**config.mk**
```make
export PLATFORM = sky130hd
export DESIGN_NAME = rbuf_ptr_tracker
export DESIGN_NICKNAME = d
export VERILOG_FILES = /design/src/rtl/rbuf_pkg.sv /design/src/rtl/rbuf_ptr_step.sv /design/src/rtl/rbuf_level.sv /design/src/rtl/rbuf_mark.sv /design/src/rtl/rbuf_ptr_tracker.sv
export SDC_FILE = /design/constraint.sdc
export NUM_CORES = 1
export LEC_CHECK = 0
export CAP_MARGIN = 20
export CORE_UTILIZATION = 45
export DETAILED_ROUTE_END_ITERATION = 6
export PLACE_DENSITY = 0.66
export SLEW_MARGIN = 40
export SYNTH_ARGS = -nofsm -noshare
export SYNTH_HDL_FRONTEND = slang
export SYNTH_HIERARCHICAL = 1
export SYNTH_SLANG_ARGS = --single-unit
```
**constraint.sdc**
```tcl
create_clock -name clk -period 23.2 [get_ports clk]
set_clock_uncertainty 0.1 [all_clocks]
set_input_delay 3.48 -clock clk [delete_from_list [all_inputs] [get_ports clk]]
set_output_delay 3.48 -clock clk [all_outputs]
set_load 0.02 [all_outputs]
```
**src/rtl/rbuf_pkg.sv**
```systemverilog
package rbuf_pkg;
   typedef enum logic [2:0] {
      SEL_BASE = 3'd0,
      SEL_END  = 3'd1,
      SEL_MARK = 3'd2,
      SEL_RD   = 3'd3,
      SEL_WR   = 3'd4
   } cfg_sel_e;

   localparam int MIN_MARK_GRAN = 256;
endpackage

```
**src/rtl/rbuf_ptr_step.sv**
```systemverilog
// Next pointer value for an advance: add the byte count, wrap at end, flip bit 31.
module rbuf_ptr_step #(
   parameter int PTR_W = 32,
   parameter int CNT_W = 16
) (
   input  logic [PTR_W-1:0] ptr_i,
   input  logic [CNT_W-1:0] bytes_i,
   input  logic [PTR_W-2:0] base_i,
   input  logic [PTR_W-2:0] end_i,
   output logic [PTR_W-1:0] ptr_o
);
   localparam int AW = PTR_W - 1;

   logic [PTR_W-1:0] sum;
   logic [PTR_W-1:0] size;
   logic [PTR_W-1:0] folded;

   always_comb begin
      sum    = {1'b0, ptr_i[AW-1:0]} + PTR_W'(bytes_i);
      size   = {1'b0, end_i} - {1'b0, base_i} + PTR_W'(1);
      folded = sum - size;
      if (sum > {1'b0, end_i})
         ptr_o = {~ptr_i[AW], folded[AW-1:0]};
      else
         ptr_o = {ptr_i[AW], sum[AW-1:0]};
   end
endmodule

```
**src/rtl/rbuf_level.sv**
```systemverilog
// Fill count, free space and full/empty flags from the two wrap-tagged pointers.
module rbuf_level #(
   parameter int PTR_W = 32
) (
   input  logic [PTR_W-1:0] rd_i,
   input  logic [PTR_W-1:0] wr_i,
   input  logic [PTR_W-2:0] base_i,
   input  logic [PTR_W-2:0] end_i,
   output logic [PTR_W-1:0] fill_o,
   output logic [PTR_W-1:0] free_o,
   output logic             full_o,
   output logic             empty_o
);
   localparam int AW = PTR_W - 1;

   logic             same_lap;
   logic [PTR_W-1:0] size;
   logic [PTR_W-1:0] rd_a;
   logic [PTR_W-1:0] wr_a;

   always_comb begin
      rd_a     = {1'b0, rd_i[AW-1:0]};
      wr_a     = {1'b0, wr_i[AW-1:0]};
      same_lap = (rd_i[AW] == wr_i[AW]);
      size     = {1'b0, end_i} - {1'b0, base_i} + PTR_W'(1);
      fill_o   = same_lap ? (wr_a - rd_a) : (size - (rd_a - wr_a));
      free_o   = size - fill_o;
      empty_o  = (rd_i == wr_i);
      full_o   = (rd_a == wr_a) && !same_lap;
   end
endmodule

```
**src/rtl/rbuf_mark.sv**
```systemverilog
// One-shot watermark: fires when the measure strictly exceeds the mark, then waits for re-arm.
module rbuf_mark #(
   parameter int PTR_W = 32
) (
   input  logic             clk,
   input  logic             rst_n,
   input  logic [PTR_W-1:0] measure_i,
   input  logic [PTR_W-2:0] mark_i,
   input  logic             rearm_i,
   output logic             irq_o
);
   logic armed_q;
   logic fire;

   assign fire = armed_q && (measure_i > {1'b0, mark_i});

   always_ff @(posedge clk) begin
      if (!rst_n) begin
         armed_q <= 1'b0;
         irq_o   <= 1'b0;
      end else begin
         armed_q <= (armed_q && !fire) || rearm_i;
         irq_o   <= fire;
      end
   end
endmodule

```
**src/rtl/rbuf_ptr_tracker.sv**
```systemverilog
module rbuf_ptr_tracker
   import rbuf_pkg::*;
#(
   parameter int PTR_W       = 32,
   parameter int CNT_W       = 16,
   parameter int MARK_GRAN   = 256,
   parameter bit IS_PLAYBACK = 1'b0
) (
   input  logic             clk,
   input  logic             rst_n,
   input  logic             cfg_we,
   input  logic [2:0]       cfg_sel,
   input  logic [PTR_W-1:0] cfg_wdata,
   input  logic             mark_rearm,
   input  logic             rd_adv,
   input  logic [CNT_W-1:0] rd_bytes,
   input  logic             wr_adv,
   input  logic [CNT_W-1:0] wr_bytes,
   output logic [PTR_W-1:0] rd_ptr,
   output logic [PTR_W-1:0] wr_ptr,
   output logic [PTR_W-1:0] level,
   output logic             full,
   output logic             empty,
   output logic [PTR_W-2:0] pos_offset,
   output logic             mark_irq,
   output logic             underflow_evt,
   output logic             overflow_evt
);
   localparam int AW = PTR_W - 1;
   localparam logic [AW-1:0] GRAN_MASK = ~AW'(MARK_GRAN - 1);

   generate
      if (MARK_GRAN < MIN_MARK_GRAN || (MARK_GRAN & (MARK_GRAN - 1)) != 0)
         $error("MARK_GRAN must be a power of two of at least 256");
      if (CNT_W > AW || PTR_W < 10)
         $error("CNT_W must fit in the address bits and PTR_W must be at least 10");
   endgenerate

   logic [AW-1:0]    base_q, end_q, mark_q;
   logic [PTR_W-1:0] rd_q, wr_q;
   logic [PTR_W-1:0] rd_next, wr_next;
   logic [PTR_W-1:0] fill, free_sp, measure, active_ptr;
   logic             sw_rd, sw_wr, rd_ok, wr_ok;
   logic             unf_q, ovf_q;
   cfg_sel_e         sel;

   assign sel   = cfg_sel_e'(cfg_sel);
   assign sw_rd = cfg_we && (sel == SEL_RD);
   assign sw_wr = cfg_we && (sel == SEL_WR);
   assign rd_ok = PTR_W'(rd_bytes) <= fill;
   assign wr_ok = PTR_W'(wr_bytes) <= free_sp;

   rbuf_ptr_step #(.PTR_W(PTR_W), .CNT_W(CNT_W)) u_rd_step (
      .ptr_i(rd_q), .bytes_i(rd_bytes), .base_i(base_q), .end_i(end_q), .ptr_o(rd_next));

   rbuf_ptr_step #(.PTR_W(PTR_W), .CNT_W(CNT_W)) u_wr_step (
      .ptr_i(wr_q), .bytes_i(wr_bytes), .base_i(base_q), .end_i(end_q), .ptr_o(wr_next));

   rbuf_level #(.PTR_W(PTR_W)) u_level (
      .rd_i(rd_q), .wr_i(wr_q), .base_i(base_q), .end_i(end_q),
      .fill_o(fill), .free_o(free_sp), .full_o(full), .empty_o(empty));

   generate
      if (IS_PLAYBACK) begin : g_play
         assign measure    = free_sp;
         assign active_ptr = rd_q;
      end else begin : g_capt
         assign measure    = fill;
         assign active_ptr = wr_q;
      end
   endgenerate

   rbuf_mark #(.PTR_W(PTR_W)) u_mark (
      .clk(clk), .rst_n(rst_n), .measure_i(measure), .mark_i(mark_q),
      .rearm_i(mark_rearm), .irq_o(mark_irq));

   always_ff @(posedge clk) begin
      if (!rst_n) begin
         base_q <= '0;
         end_q  <= '0;
         mark_q <= '0;
         rd_q   <= '0;
         wr_q   <= '0;
         unf_q  <= 1'b0;
         ovf_q  <= 1'b0;
      end else begin
         unf_q <= 1'b0;
         ovf_q <= 1'b0;
         if (cfg_we && sel == SEL_BASE) base_q <= cfg_wdata[AW-1:0];
         if (cfg_we && sel == SEL_END)  end_q  <= cfg_wdata[AW-1:0];
         if (cfg_we && sel == SEL_MARK) mark_q <= cfg_wdata[AW-1:0] & GRAN_MASK;
         if (sw_rd)
            rd_q <= cfg_wdata;
         else if (rd_adv) begin
            if (rd_ok) rd_q  <= rd_next;
            else       unf_q <= 1'b1;
         end
         if (sw_wr)
            wr_q <= cfg_wdata;
         else if (wr_adv) begin
            if (wr_ok) wr_q  <= wr_next;
            else       ovf_q <= 1'b1;
         end
      end
   end

   assign rd_ptr        = rd_q;
   assign wr_ptr        = wr_q;
   assign level         = fill;
   assign pos_offset    = active_ptr[AW-1:0] - base_q;
   assign underflow_evt = unf_q;
   assign overflow_evt  = ovf_q;
endmodule

```
== Yosys cells after proc, flatten, opt, wreduce, memory -nomap -nowiden ==
Cells that the tools add are included.

* Eq/ne operators: 7
* Muxes and demuxes: 11
* Multiply operators: 0
* Div/mod/pow operators: 0
* Shift operators: 0
* Bitwise gates (word level): 5
* Reductions and logical operators: 24
* Add/sub/neg operators: 11
* Magnitude comparators: 5

{| class="wikitable"
|+ Operators with widths
! cell !! number
|-
| 32-bit 2-to-1 mux || 9
|-
| 32-bit by 31-bit greater-than comparator with 1-bit output || 3
|-
| 31-bit by 31-bit subtractor with 32-bit output || 3
|-
| 31-bit subtractor || 3
|-
| 31-bit by 16-bit adder with 32-bit output || 2
|-
| 16-bit by 32-bit less-or-equal comparator with 1-bit output || 2
|-
| 32-bit subtractor || 2
|-
| 32-bit by 1-bit adder with 32-bit output, second input constant || 1
|-
| 32-bit == test || 1
|-
| 31-bit == test || 1
|-
| 2-bit nonzero test || 6
|-
| 1-bit logical AND || 8
|-
| 3-bit by 2-bit == test with 1-bit output, second input constant || 2
|-
| 3-bit AND reduction || 2
|-
| 3-bit OR reduction || 2
|-
| 1-bit NOT || 5
|-
| 2-bit AND reduction || 2
|-
| 3-bit by 1-bit == test with 1-bit output, second input constant || 1
|-
| 3-bit == test, second input constant || 1
|-
| 3-bit logical NOT || 1
|-
| 1-bit logical NOT || 2
|-
| 1-bit 2-to-1 mux || 2
|-
| 1-bit == test || 1
|-
| 1-bit logical OR || 1
|}

* Memories: 0
* Output and inout bits: 132
* Bits in read-only memories: 0
* Bits in registers: 153
* Word-level logic and storage cells: 74
* Input bits: 73
* Latch bits: 0
* Memory bits (writable): 0

== Depth between registers and ports, before layout ==
Gate-level depths: netlist of the first run.

* Depth after elaboration: 9
* Depth in mapped cells: 42
* Mapped depth without buffers: 41

== Modules after synthesis ==
The synthesis of the first run kept the hierarchy.

{| class="wikitable"
|+ By module, submodules not included
! module !! sequential area each (µm²) !! instances !! cells each !! area each (µm²)
|-
| rbuf_ptr_tracker || 3022.9 || 1 || 1191 || 8843.5
|-
| rbuf_level || 0.0 || 1 || 1016 || 7588.5
|-
| rbuf_ptr_step at u_rd_step || 0.0 || 1 || 633 || 4688.2
|-
| rbuf_ptr_step at u_wr_step || 0.0 || 1 || 628 || 4668.2
|-
| rbuf_mark || 40.0 || 1 || 119 || 899.6
|}

== Least setup slack after synthesis of the first run ==
Ideal clock, no wire load.

* Kind: flip-flop to output port
* Start point: register base_q[1]
* End point: output port level[28]
* Data required time: 19.620 ns
* Slack: 14.395 ns
* Stages on the path, launching flop included: 24
* Path buffers: 0
* Arrival time: 5.225 ns
* Cell sequence: dfxtp_1 -> ha_1 -> inv_1 -> ha_1 -> fa_1 -> a211o_1 -> a21oi_1 -> or3_1 -> a31oi_2 -> o21a_1 -> nor2_1 -> xnor2_1 -> fa_1 -> ha_1 -> and3_1 -> a31oi_1 -> o21ai_0 -> or3_1 -> a21oi_2 -> nor4_1 -> a211o_1 -> a21oi_2 -> xor2_1 -> mux2i_1

* Cells in the longest elaborated chain, start to end: 4

{| class="wikitable"
|+ RTL lines
! element !! RTL line !! text
|-
| start: declaration || rbuf_ptr_tracker.sv:39 || <nowiki>logic [AW-1:0] base_q, end_q, mark_q;</nowiki>
|-
| start signal: assignment || rbuf_ptr_tracker.sv:89 || <nowiki>if (cfg_we && sel == SEL_BASE) base_q <= cfg_wdata[AW-1:0];</nowiki>
|-
| 31-bit by 31-bit subtractor with 32-bit output || rbuf_level.sv:25 || <nowiki>size = {1'b0, end_i} - {1'b0, base_i} + PTR_W'(1);</nowiki>
|-
| 32-bit by 1-bit adder with 32-bit output || rbuf_level.sv:25 ||
|-
| 32-bit subtractor || rbuf_level.sv:26 || <nowiki>fill_o = same_lap ? (wr_a - rd_a) : (size - (rd_a - wr_a));</nowiki>
|-
| 32-bit 2-to-1 mux || rbuf_level.sv:26 ||
|-
| end: declaration || rbuf_ptr_tracker.sv:21 || <nowiki>output logic [PTR_W-1:0] level,</nowiki>
|}

Every way passes these cells.

== Worst setup path after layout of the first run ==
* Start point: register end_q[11]
* End point: output port level[31]

* Cells in the longest elaborated chain, start to end: 4

{| class="wikitable"
|+ RTL lines
! element !! RTL line !! text
|-
| start: declaration || rbuf_ptr_tracker.sv:39 ||
|-
| start signal: assignment || rbuf_ptr_tracker.sv:90 || <nowiki>if (cfg_we && sel == SEL_END) end_q <= cfg_wdata[AW-1:0];</nowiki>
|-
| 31-bit by 31-bit subtractor with 32-bit output || rbuf_level.sv:25 ||
|-
| 32-bit by 1-bit adder with 32-bit output || rbuf_level.sv:25 ||
|-
| 32-bit subtractor || rbuf_level.sv:26 ||
|-
| 32-bit 2-to-1 mux || rbuf_level.sv:26 ||
|}

Every way passes these cells.

==> impl_metrics.yaml, run 1 <==
synthesis:
  synthArstFlopShare_pct: 0
  synthFlopType: "dfxtp_1"
  synth_top_area_cell: "ha_1"
  netlist_top_cells_area: "ha_1 (19%), dfxtp_1 (11%), fa_1 (7.4%)"
  yosysSeqAreaShare_pct: 11.48
  syn_area_um2: 26690
  yosysWarnings: 6
  ys_seq_elements: 153
  synth-edff-count: 0
  synth_top_area_share_pct: 18.75
  synthCells: 3587
  synth.distinct_cells: 108
  avgSynthCellArea_um2: 7.440
die:
  rows: 88
  io_pins: 205
  dieArea_um2: 60290
  die_w_um: 245.5
  die_h_um: 245.5
  start_util_pct: 45.91
  coreArea_um2: 58140
placement:
  dp_hpwl_mm: 83.13
  portBuffers: 204
  globalplace.congestion: 1.033
sta:
  timing.slew.headroom_pct: 40.80
  slew_viol_final: 0
  setup_viol: 0
  hold_viol: 0
  finalCritPeriodShare_pct: 46.34
  fmax_mhz: 93.01
  rsz0062_at_grt: "false"
  setup_tns_ns: 0
  tightestPinTransition_ns: 0.8847
  period_minus_slack_ns: 10.75
drt:
  drt-initial-drc-count: 2789
  dr_wl_met2_mm: 42.21
  vias_per_cell: 5.991
  dr_total_vias: 27070
  wirelength_met1_mm: 45.17
  wirelength_mm: 99.47
  routedWlPerCell_um: 22.02
  detail_route.first_pass.iterations: 6
  ant_nets: 0
  drc_errors: 0
  route.met3.wl_mm: 9.019
  top_layer: "met4"
global_route:
  grt_start_max_net_pins: 65
  antenna_found_initial: 1
  grt_overflow: 0
  grt_pass1_wl_mm: 149.5
  grt_usage_pct: 32.60
  grt_pass1_vias: 25120
critical_path:
  start_kind: "flip-flop"
  cpMaxStageDelayCell: "clkdlybuf4s50_1"
  slowest_delay_ns: 0.68
  cpMostUsedCell: "ha_1"
  critPathKind: "flip-flop to output pin"
  cp_max_fo: 6
  worstPathCellList: "ha_1 > ha_1 > a21oi_1 > nor2_1 > a211oi_1 > o21ai_0 > a211oi_1 > nor2_1 > a31oi_1 > xnor2_1 > fa_1 > ha_1 > nand2_1 > nor3_1 > a21oi_2 > o31ai_2 > mux2i_1 > nand2_1 > xnor2_1 > mux2i_1 > clkdlybuf4s50_1"
  worstPathArrival_ns: 7.17
  ff2ff_setup_slack_ns: 13.78
  cp-end-kind: "output pin"
  worstPathRequired_ns: 19.62
clocking:
  clkSinkCount: 153
  cts_hold_buf: 0
  cts_tree: "yes"
  cts_max_level: 4
  clk_pin_slew_worst_paths_ns: 0.07
  clock_latency_ns: 0.48
  cts_made_buffers: 17
  cts_setup_buffers: 0
  cts_max_path_buffers: 2
  cts-root-buf: "clkbuf_16"
  cts_resized: 0
finish:
  antennaDiodeCount: 0
  final_common_cell: "inv_1"
  fin_nets: 4312
  layout-drive-gt1-share_pct: 4.716
  layout_common_cells: "inv_1 (485), ha_1 (400), a21oi_1 (355), nand2_1 (336), clkdlybuf4s50_1 (204)"
  synthToLayoutAreaGrowth_pct: 12.80
job:
  drv_cap: 0
min_path:
  hp-class: "flip-flop to flip-flop"
status:
  outcome: "completed"
worst paths after layout:
check	startpoint	endpoint	cells past startpoint
max	end_q[11]	level[31]	21
min	mark_q[9]	mark_q[9]	2
max reg2reg	base_q[1]	wr_ptr[23]	37
min reg2reg	mark_q[9]	mark_q[9]	2
area by class of cell:
class                           instances  area [µm²]
Timing Repair Buffer                  229        2230
Multi-Input combinational cell       2851       21430
Clock buffer                           19       452.9
Tap cell                              765       957.2
Fill cell                            5828       28030
Clock inverter                         13       133.9
Sequential cell                       153        3063
Inverter                              488        1834
sequential cells by signal, indices dropped and copies added (netlist names):
name	flops
base_q	31
overflow_evt	1
wr_ptr	32
u_mark/armed_q	1
end_q	31
u_mark/irq_o	1
underflow_evt	1
mark_q	23
rd_ptr	32
Yosys cell counts (all sizes together) (84+ instances only):
library cell,number
xnor2,160
fa,99
a21oi,362
clkbuf,84
inv,488
ha,400
o21ai,202
nand3,123
dfxtp,153
nand2,337
a211oi,96
nor2,201
a21o,108
worst max-delay path: cells and delay by family, from the launching register on:
family | cells | cell delay, ns
xor+xnor | 2 | 0.38
simple gates | 5 | 0.62
mux | 2 | 0.59
flops | 1 | 0.49
fa+ha+maj | 4 | 1.56
buf+inv | 1 | 0.68
compound gates | 7 | 2.36
layer usage:
layer / track usage, % / vias up
met4: 10.96 / 0
li1: - / 12930
met2: 49.43 / 1176
met3: 5.435 / 121
met5: 0 / -
met1: 46.33 / 12850
cell families (layout without fill, tap and decap cells):
kind of cell | count (synthesis) | after routing | share of synthesized area (%)
simple gates | 1007 | 1007 | 18.40
other cells | 1 | 8 | 0.01405
compound gates | 1034 | 1034 | 25.02
mux | 62 | 62 | 2.480
buf+inv | 590 | 749 | 8.495
xor+xnor | 241 | 241 | 7.937
flops | 153 | 153 | 11.48
fa+ha+maj | 499 | 499 | 26.18
through the flow:
step | setup slack (ns) | cell area (µm²) | hold slack (ns) | utilization [%] | std cells
4_1_cts | 12.57 | 30100 | 0.3565 | 51.78 | 4518
3_5_place_dp | 13.10 | 29520 | 0.3468 | 50.77 | 4486
2_1_floorplan | 14.40 | 26710 | 0.3337 | - | 3594
6_report | 12.45 | 30110 | 0.3528 | 51.78 | 4518
5_1_grt | 12.10 | 30110 | 0.3704 | 51.78 | 4518
3_3_place_gp | 13.18 | 29510 | 0.3425 | 50.76 | 4486
Power of run 1 is left out: the tool's default activity adds up to more than one toggle a clock period on the data nets, which glitch-free logic cannot reach.
==> run 2, diff against run 1 <==
Settings changed: PLACE_DENSITY 0.66 to 0.69.
Clock period 23.2 ns to 8.6 ns, I/O delays scaled along.
==> run 2 against run 1 <==
Flip-flop and latch count did not move. Count of clock-buffer cells in the layout did not move. First-iteration DRC count rose by 4.0%. Register-to-register slack got worse by 13 ns. Utilization rose by 0.94 points. Final cell count rose by 1.1%. Worst hold slack improved by 0.0055 ns. Die area did not move. Critical endpoint is now wr_ptr[30].
==> impl_metrics.yaml, run 2 (synthesis gave the netlist of run 1 again) <==
clocking:
  clk_pin_slew_worst_paths_ns: 0.08
  cts-root-buf: "clkbuf_16"
  cts_tree: "yes"
  cts_max_level: 4
  cts_made_buffers: 17
  clock_latency_ns: 0.47
  clkSinkCount: 153
  cts_hold_buf: 0
  cts_max_path_buffers: 2
critical_path:
  cpMaxStageDelayCell: "fa_1"
  worstPathRequired_ns: 8.85
  cp-end-kind: "flip-flop"
  slowest_delay_ns: 0.47
  timing.rr.end: "wr_ptr[30]"
  critPathKind: "flip-flop to flip-flop"
  cp_max_fo: 8
  worstPathArrival_ns: 8.48
  reg2reg_depth: 40
  ff2ff_setup_slack_ns: 0.37
  reg2reg_from: "end_q[1]"
  start_kind: "flip-flop"
  cpMostUsedCell: "a21oi_2"
finish:
  seq_area_um2: 3064
  synthToLayoutAreaGrowth_pct: 14.86
  layout_common_cells: "inv_1 (485), ha_1 (399), a21oi_1 (348), nand2_1 (336), clkdlybuf4s50_1 (204)"
  nFillCells: 5704
  multi_input_area_um2: 21590
  final_common_cell: "inv_1"
  fin_nets: 4362
  layout-drive-gt1-share_pct: 6.626
  antennaDiodeCount: 0
  final_area_um2: 30650
sta:
  rsz0062_at_grt: "false"
  fin_ws_ns: 0.3712
  fmax_mhz: 121.5
  setup_tns_ns: 0
  setup_viol: 0
  finalCritPeriodShare_pct: 95.68
  tightestPinTransition_ns: 0.9772
  timing.slew.headroom_pct: 34.25
  slew_viol_final: 0
  period_minus_slack_ns: 8.229
  hold_viol: 0
placement:
  portBuffers: 204
  globalplace.congestion: 1.008
  dp_hpwl_mm: 84.42
  place_ws_ns: 0.1054
  placed_area_um2: 29900
drt:
  drc_errors: 0
  drt-initial-drc-count: 2901
  ant_nets: 0
  wirelength_mm: 101.7
  detail_route.first_pass.iterations: 6
  vias_per_cell: 6.035
  routedWlPerCell_um: 22.26
  dr_total_vias: 27570
job:
  drv_cap: 0
die:
  start_util_pct: 45.91
  coreArea_um2: 58140
  dieArea_um2: 60290
  io_pins: 205
  die_w_um: 245.5
  die_h_um: 245.5
  rows: 88
global_route:
  grtUsageMet1_pct: 46.66
  use_met2_pct: 49.13
  grt_overflow: 0
  antenna_found_initial: 0
  grt_start_max_net_pins: 70
  top_usage_layer: "met2"
  grt_pass1_vias: 25650
  grt_pass1_wl_mm: 151.0
  grt_usage_pct: 32.93
  use_met3_pct: 6.079
min_path:
  hold_end: "mark_q[18]"
  holdPathStages: 2
  hp-class: "flip-flop to flip-flop"
  worstHoldStart: "mark_q[18]"
status:
  outcome: "completed"
-- run 2: changes by cell type in the layout (fill, tap and decap cells not counted), moves of 2 or more --
cell and delta:
buf_4 +47, a21oi_1 -7, a21oi_2 +7, inv_8 -2, buf_12 +3, a211oi_1 -2
clkinv_2 +2, xnor2_2 +5, a211oi_2 +2, clkinvlp_4 +3, inv_6 -3, xnor2_1 -5
-- run 2: metrics by stage --
stage,util [%],std cells,hold WS [ns]
global route,52.73,4568,0.3729
detailed placement,51.44,4532,0.3466
floorplan,-,3594,0.3337
finish,52.73,4568,0.3583
CTS,52.41,4564,0.3574
global placement,51.42,4532,0.3429
-- run 2: timing repair --
| action | CTS | global route |
|---|---|---|
| resized for setup | 0 | 28 |
| buffers inserted | 0 | 4 |
| setup endpoints to repair | 0 | 37 |
-- run 2: routing by layer --
metal,wire (µm),up-vias
met4,4041,0
met3,9861,176
met2,42500,1294
met5,0,-
met1,45280,13080
li1,-,13010
-- run 2: worst max-delay path by stage --
stage / from / to / slack (ns) / cells after the start
after floorplan: base_q[1] / wr_ptr[26] / 1.08 / 36
after global placement: end_q[1] / wr_ptr[28] / 0.21 / 38
after detailed placement: end_q[1] / wr_ptr[30] / 0.11 / 38
after CTS: end_q[1] / wr_ptr[30] / 0.06 / 38
after global routing: end_q[1] / wr_ptr[3] / 0.001 / 40
final: end_q[1] / wr_ptr[30] / 0.37 / 40
-- run 2: cell type report --
| cell class | count | area share, % |
|---|---|---|
| multi-input cells | 2851 | 70.44 |
| flip-flops and latches | 153 | 9.996 |
| repair buffers | 279 | 8.621 |
| inverters | 488 | 5.980 |
| well taps | 765 | 3.123 |
| clock buffers | 19 | 1.445 |
| clock inverters | 13 | 0.3959 |
-- run 2: worst max-delay path: cells and delay by family (launching register included) --
family | cells | cell delay, ns
xor+xnor | 2 | 0.31
compound gates | 19 | 3.64
flops | 1 | 0.37
fa+ha+maj | 6 | 2.08
simple gates | 9 | 1.19
buf+inv | 4 | 0.43
Power of run 2 is left out for the same reason.
